===== config.mk =====
export PLATFORM = sky130hd
export DESIGN_NAME = pin_irq_summary
export DESIGN_NICKNAME = d
export VERILOG_FILES = /design/src/rtl/pis_pkg.sv /design/src/rtl/pis_group_or.sv /design/src/rtl/pis_irq_arm.sv /design/src/rtl/pis_read_mux.sv /design/src/rtl/pin_irq_summary.sv
export SDC_FILE = /design/constraint.sdc
export NUM_CORES = 1
export LEC_CHECK = 0
export ABC_AREA = 1
export BUFFER_PORTS_ARGS = -buffer_cell sky130_fd_sc_hd__buf_2
export CELL_PAD_IN_SITES_DETAIL_PLACEMENT = 1
export CELL_PAD_IN_SITES_GLOBAL_PLACEMENT = 1
export CORE_MARGIN = 4
export CORE_UTILIZATION = 22
export CTS_BUF_LIST = sky130_fd_sc_hd__clkbuf_8
export DETAILED_ROUTE_END_ITERATION = 10
export PLACE_DENSITY = 0.88
export SLEW_MARGIN = 20
export SYNTH_ARGS = -nofsm -noshare
export SYNTH_HDL_FRONTEND = slang
export SYNTH_SLANG_ARGS = --single-unit

===== constraint.sdc =====
create_clock -name clk -period 1.96 [get_ports clk]
set_clock_uncertainty 0.2 [all_clocks]
set_input_delay 0.098 -clock clk [delete_from_list [all_inputs] [get_ports clk]]
set_output_delay 0.098 -clock clk [all_outputs]
set_load 0.1 [all_outputs]

===== src/rtl/pis_pkg.sv =====
package pis_pkg;
    // Byte offsets of the register words
    localparam logic [3:0] OFS_SUM_LO = 4'h0;
    localparam logic [3:0] OFS_SUM_HI = 4'h4;
    localparam logic [3:0] OFS_MASTER = 4'h8;

    // Position of the end-of-interrupt bit in the master word
    localparam int EOI_BIT = 5;

    typedef struct packed {
        logic armed;
        logic irq;
    } line_state_t;
endpackage


===== src/rtl/pis_group_or.sv =====
module pis_group_or #(
    parameter int NUM_PINS   = 184,
    parameter int GROUP_SIZE = 4,
    localparam int NUM_GROUPS = NUM_PINS / GROUP_SIZE
) (
    input  logic                  clk,
    input  logic                  rst_n,
    input  logic [NUM_PINS-1:0]   pin_pending,
    output logic [NUM_GROUPS-1:0] summary
);
    logic [NUM_GROUPS-1:0] grp_or;
    logic [NUM_GROUPS-1:0] summary_d, summary_q;

    for (genvar g = 0; g < NUM_GROUPS; g++) begin : g_grp
        assign grp_or[g] = |pin_pending[g*GROUP_SIZE +: GROUP_SIZE];
    end

    always_comb begin
        summary_d = grp_or;
    end

    always_ff @(posedge clk) begin
        if (!rst_n) summary_q <= '0;
        else        summary_q <= summary_d;
    end

    assign summary = summary_q;

    AST_SUM_TRACKS: assert property (@(posedge clk) disable iff (!rst_n)
        $past(rst_n) |-> ((|summary_q) == (|$past(pin_pending[NUM_GROUPS*GROUP_SIZE-1:0]))));
endmodule


===== src/rtl/pis_irq_arm.sv =====
module pis_irq_arm
    import pis_pkg::*;
(
    input  logic clk,
    input  logic rst_n,
    input  logic summary_any,
    input  logic eoi,
    output logic irq
);
    line_state_t st_d, st_q;

    always_comb begin
        st_d = st_q;
        if (eoi) begin
            st_d.irq   = 1'b0;
            st_d.armed = 1'b1;
        end else if (st_q.armed && summary_any) begin
            st_d.irq   = 1'b1;
            st_d.armed = 1'b0;
        end
    end

    always_ff @(posedge clk) begin
        if (!rst_n) begin
            st_q.armed <= 1'b1;
            st_q.irq   <= 1'b0;
        end else begin
            st_q <= st_d;
        end
    end

    assign irq = st_q.irq;

    AST_IRQ_HOLD: assert property (@(posedge clk) disable iff (!rst_n)
        (irq && !eoi) |=> irq);
    AST_EOI_DROP: assert property (@(posedge clk) disable iff (!rst_n)
        eoi |=> !irq);
    AST_FIRE: assert property (@(posedge clk) disable iff (!rst_n)
        (!eoi && !irq && summary_any) |=> irq);
    AST_ARM_EXCL: assert property (@(posedge clk) disable iff (!rst_n)
        !(st_q.armed && st_q.irq));
endmodule


===== src/rtl/pis_read_mux.sv =====
module pis_read_mux
    import pis_pkg::*;
#(
    parameter int NUM_GROUPS = 46,
    parameter int DATA_W     = 32,
    localparam int HI_BITS   = NUM_GROUPS - DATA_W
) (
    input  logic                  clk,
    input  logic                  rst_n,
    input  logic [NUM_GROUPS-1:0] summary,
    input  logic [3:0]            bus_addr,
    output logic [DATA_W-1:0]     bus_rdata
);
    localparam logic [DATA_W-1:0] HI_MASK = DATA_W'((64'd1 << HI_BITS) - 64'd1);

    logic [2*DATA_W-1:0] padded;
    assign padded = (2*DATA_W)'(summary);

    always_comb begin
        unique case (bus_addr)
            OFS_SUM_LO: bus_rdata = padded[DATA_W-1:0];
            OFS_SUM_HI: bus_rdata = padded[2*DATA_W-1:DATA_W];
            default:    bus_rdata = '0;
        endcase
    end

    AST_HI_PAD_ZERO: assert property (@(posedge clk) disable iff (!rst_n)
        (bus_addr == OFS_SUM_HI) |-> ((bus_rdata & ~HI_MASK) == '0));
    AST_MASTER_ZERO: assert property (@(posedge clk) disable iff (!rst_n)
        (bus_addr == OFS_MASTER) |-> (bus_rdata == '0));
endmodule


===== src/rtl/pin_irq_summary.sv =====
module pin_irq_summary
    import pis_pkg::*;
#(
    parameter int NUM_PINS   = 184,
    parameter int GROUP_SIZE = 4,
    parameter int DATA_W     = 32
) (
    input  logic                clk,
    input  logic                rst_n,
    input  logic [NUM_PINS-1:0] pin_pending,
    input  logic [3:0]          bus_addr,
    input  logic                bus_wr,
    input  logic [DATA_W-1:0]   bus_wdata,
    output logic [DATA_W-1:0]   bus_rdata,
    output logic                irq_out
);
    localparam int NUM_GROUPS = NUM_PINS / GROUP_SIZE;

    logic [NUM_GROUPS-1:0] summary;
    logic                  eoi;
    logic                  unused_wdata;

    assign eoi          = bus_wr && (bus_addr == OFS_MASTER) && bus_wdata[EOI_BIT];
    assign unused_wdata = ^bus_wdata;

    pis_group_or #(.NUM_PINS(NUM_PINS), .GROUP_SIZE(GROUP_SIZE)) i_group_or (
        .clk(clk), .rst_n(rst_n), .pin_pending(pin_pending), .summary(summary)
    );

    pis_irq_arm i_irq_arm (
        .clk(clk), .rst_n(rst_n), .summary_any(|summary), .eoi(eoi), .irq(irq_out)
    );

    pis_read_mux #(.NUM_GROUPS(NUM_GROUPS), .DATA_W(DATA_W)) i_read_mux (
        .clk(clk), .rst_n(rst_n), .summary(summary), .bus_addr(bus_addr), .bus_rdata(bus_rdata)
    );

    AST_RESET_IDLE: assert property (@(posedge clk)
        !rst_n |=> !irq_out);
endmodule


# Word-level counts from Yosys, hierarchy flattened
# Index checks and enable logic that the tools add are counted.
# W data, S select, Z words.
dict set report op_classes {
  eq_ne 2
  muxes 1
  bitwise 1
  n_reduce_logical 52
}
# operator n
set ops {}
lappend ops {{$reduce_or A4 Y1} 46}
lappend ops {{$pmux W32 S2} 1}
lappend ops {{$reduce_or A46 Y1} 1}
lappend ops {{$eq A4 B3 Y1 const B} 1}
lappend ops {{$eq A4 B4 Y1 const B} 1}
lappend ops {{$logic_not A4 Y1} 1}
lappend ops {{$logic_and A1 B1 Y1} 3}
lappend ops {{$reduce_or A2 Y1} 1}
lappend ops {{$not A1 Y1} 1}
dict set report totals {
  reg_bits 48
  in_bits 223
  output_inout_bits 33
  elab_cells 59
}

# Depth between registers and ports, before layout
dict set report depth {
  word_depth 4
  depth_mapped 8
  depth_no_buf 8
}

# Modules after synthesis
# A second synthesis with hierarchy kept.
dict set report hier_totals {
  hier_cells 332
  area_unflattened_um2 2403.6
}
# mod instances cells_per_inst area_each_um2 seq_area_each_um2
set modules_own_cells {}
lappend modules_own_cells {pis_group_or 1 189 1695.4 920.9}
lappend modules_own_cells {pis_read_mux 1 89 456.7 0.0}
lappend modules_own_cells {pin_irq_summary 1 44 176.4 0.0}
lappend modules_own_cells {pis_irq_arm 1 10 75.1 40.0}

# Worst setup path before layout
# No wires, ideal clock.
dict set report synth_timing {
  path_type {input to output}
  start {input bus_addr[1]}
  end {output bus_rdata[5]}
  t_arrival_ns 2.888
  required_time_ns 1.662
  setup_slack_ns -1.226
  cell_stages 6
  n_path_buf 1
  path_cell_list {or2_1 -> nor2_1 -> inv_1 -> or2_1 -> buf_6 -> o21ai_0}
}
dict set report synth_between {
  elab_chain_len 2
  word_cells_on_any_way 3
  cone_classes {1 x eq/ne; 1 x mux; 1 x reduce/logical}
}
# element line
set synth_rtl {}
lappend synth_rtl {{start: declaration} pin_irq_summary.sv:11} ;# input logic [3:0] bus_addr,
lappend synth_rtl {{$eq A4 B3 Y1 or $logic_not A4 Y1 (tied branches)} pis_read_mux.sv:20} ;# unique case (bus_addr)
lappend synth_rtl {{$pmux W32 S2 *} pis_read_mux.sv:20}
lappend synth_rtl {{end: declaration} pin_irq_summary.sv:14} ;# output logic [DATA_W-1:0] bus_rdata,
# Mark *: on every way between the ends. The rest lies on a longest branch, timed or not.

# Worst setup path in the final report
dict set report layout_timing {
  start {input pin_pending[173]}
  end {register i_group_or.summary_q[43] (netlist: i_group_or.summary[43])}
}
dict set report layout_between {
  elab_chain_len 1
}
# element line
set layout_rtl {}
lappend layout_rtl {{start: declaration} pin_irq_summary.sv:10} ;# input logic [NUM_PINS-1:0] pin_pending,
lappend layout_rtl {{$reduce_or A4 Y1} pis_group_or.sv:15} ;# assign grp_or[g] = |pin_pending[g*GROUP_SIZE +: GROUP_SIZE];
lappend layout_rtl {{end signal: assignment} pis_group_or.sv:24} ;# else summary_q <= summary_d;
lappend layout_rtl {{end: declaration} pis_group_or.sv:12} ;# logic [NUM_GROUPS-1:0] summary_d, summary_q;
# No other way between the ends.
# A chain may end at the register's enable or synchronous reset.

==> flow_metrics.tcl <==
set metrics [dict create \
    status "finished clean" \
    routed_wl_um 13200 \
    hpwl_um 8450 \
    cts_made_buffers 5 \
    ys.warnings.count 0 \
    synth-compound-area-share 0.0642 \
    yosys.area_share.simple 0.379 \
    syn2layout_area_growth_pct 146 \
    critPathMaxFanout 1 \
    power.density_mw_per_mm2 499 \
    first_global_vias 4065 \
    setup_viol 0 \
    drtAntennaViolNets 0 \
    hold_slack_ps 98.0 \
    synth_fa_ha_area_frac 0 \
    syn-cell-area_mm2 0.00208 \
    path_class "input pin to flip-flop" \
    synth_fp_nets 504 \
    slew_headroom 0.670 \
    die_w_um 105 \
    first_pass_iters 4 \
    synth_mux_area_frac 0 \
    post_cts_buffers 0 \
    synth.ff_latch_count 48 \
    cts.htree.levels 2 \
    final_common_cell "buf_2" \
    wl_per_cell_um 18.1 \
    antenna_found_initial 2 \
    drive_gt1_frac 0.449 \
    hold_class "input pin to flip-flop" \
    root_buffer "clkbuf_8" \
    endpoint_kind "flip-flop" \
    power_leakage_nw 2.47 \
    synth_top_family_by_area "simple AND/OR/NAND/NOR gates" \
    crit_arrival_ps 1830 \
    path_clk_slew_ps 100 \
    dieHeight_um 105 \
    ir_drop_mv 0.343 \
    dp_slack_ps 170 \
    setup_ws_ps 110 \
    cts_num_sinks 48 \
    fmax_ghz 0.541 \
    cts_buffer_depth 2 \
    total_power_w 0.00256 \
    yosys.cell_types.count 17 \
    cts_tree "done" \
    row_count 35 \
    synth_xor_area_frac 0 \
    gp_congestion 0.778 \
    initial_utilization 0.226 \
    grt_usage 0.233 \
    postSynthAreaPerCell_um2 7.42 \
    grt_max_degree 26 \
    io_buffer_count 224 \
    r2r_cells 8 \
    rsz0062_at_grt "false" \
    coreArea_mm2 0.00924 \
    ios 256 \
    vias 3345 \
    holdPathStages 4 \
    tightest_slew_ps 499 \
    clock_latency_ps 290 \
    maxCapViolations 0 \
    critPathLaunchType "input pin" \
    grt_pass1_wl_um 20300 \
    drc 0 \
    first_iter_violations 50 \
    grt_overflow 0 \
    fp.dieArea_mm2 0.0111 \
    finalHoldViolCount 0 \
    fin_nets 823 \
    period_share 0.944 \
    cp_data_required_time_ps 1940 \
    synth_cells 281 \
    report.final.slew_viol_count 0 \
    period_needed_ps 1850 \
    layout_common_cells "buf_2, dlygate4sd3_1, nor2_1, dfxtp_1, nor4_1" \
    via_per_inst 4.57 \
    ys_seq_area_frac 0.461 \
]
==> stage by stage <==
step	TNS, ps	std cells	util	cell area, um^2
after global placement	0	629	0.440	4070
final	0	732	0.555	5130
after detailed placement	0	629	0.440	4070
after floorplan	-933	281	-	2300
after global routing	0	732	0.555	5130
after CTS	0	730	0.554	5120
==> state kept, by name (all words and copies together), names as in the netlist <==
signal              cells
i_group_or.summary     46
i_irq_arm.irq           1
i_irq_arm.st_q          1
==> what timing repair did <==
item | 4_1_cts | 5_1_grt
endpoints found under the hold margin | 48 | 0
gates resized for setup | 0 | 0
endpoints found under the setup margin | 0 | 0
hold buffers | 93 | 0
==> cell families (layout without fill, tap and decap cells) <==
group | Yosys count | after routing
buf+inv | 45 | 365
flops | 48 | 48
compound gates | 17 | 17
simple gates | 171 | 171
other cells | 0 | 2
==> worst paths after layout <==
kind                           from  slack (ps)                      to
max                pin_pending[173]         110  i_group_or.summary[43]
min reg2reg           i_irq_arm.irq         300           i_irq_arm.irq
max reg2reg  i_group_or.summary[25]         520           i_irq_arm.irq
min                          bus_wr         100           i_irq_arm.irq
==> routing by layer <==
metal	GRT usage	vias to the layer above	part of all wire
met5	0	-	0
met4	0.0825	0	0.029
met3	0.0625	30	0.067
met2	0.485	170	0.57
met1	0.209	1578	0.33
li1	-	1567	-
==> where the power goes <==
part           internal [W]  switching [W]  total (W)  leakage (nW)
Sequential          0.00104      0.0000350    0.00107         0.405
Clock              0.000451       0.000324   0.000774        0.0645
Combinational      0.000347       0.000366   0.000713          2.00
==> cell usage after synthesis <==
library cell	instances	share of area
a21oi_1	1	0.0024
a31o_2	1	0.0042
buf_1	1	0.0018
buf_6	4	0.022
clkbuf_1	5	0.0090
dfxtp_1	48	0.46
inv_1	34	0.061
inv_2	1	0.0018
nand2_1	12	0.022
nand3_1	15	0.036
nand4_1	2	0.0060
nor2_1	92	0.17
nor2_2	2	0.0060
nor4_1	46	0.14
o21ai_0	3	0.0072
o21ai_2	12	0.050
or2_1	2	0.0060
==> final cells by class <==
type                       count  area [um^2]
timing repair buffer         322         2590
multi-input combinational    188         1150
tap                          129          161
inverter                      35          131
clock buffer                   7         96.3
sequential                    48          961
clock inverter                 1         30.0
fill                        1089         4110
antenna                        2         5.00
==> critical path, cell delays in order <==
cell and delay, ps:
dlygate4sd3_1 550, buf_2 130, nor4_1 400, dlygate4sd3_1 610, nor2_1 40
Note: power is estimated with default switching activity, not from simulation.
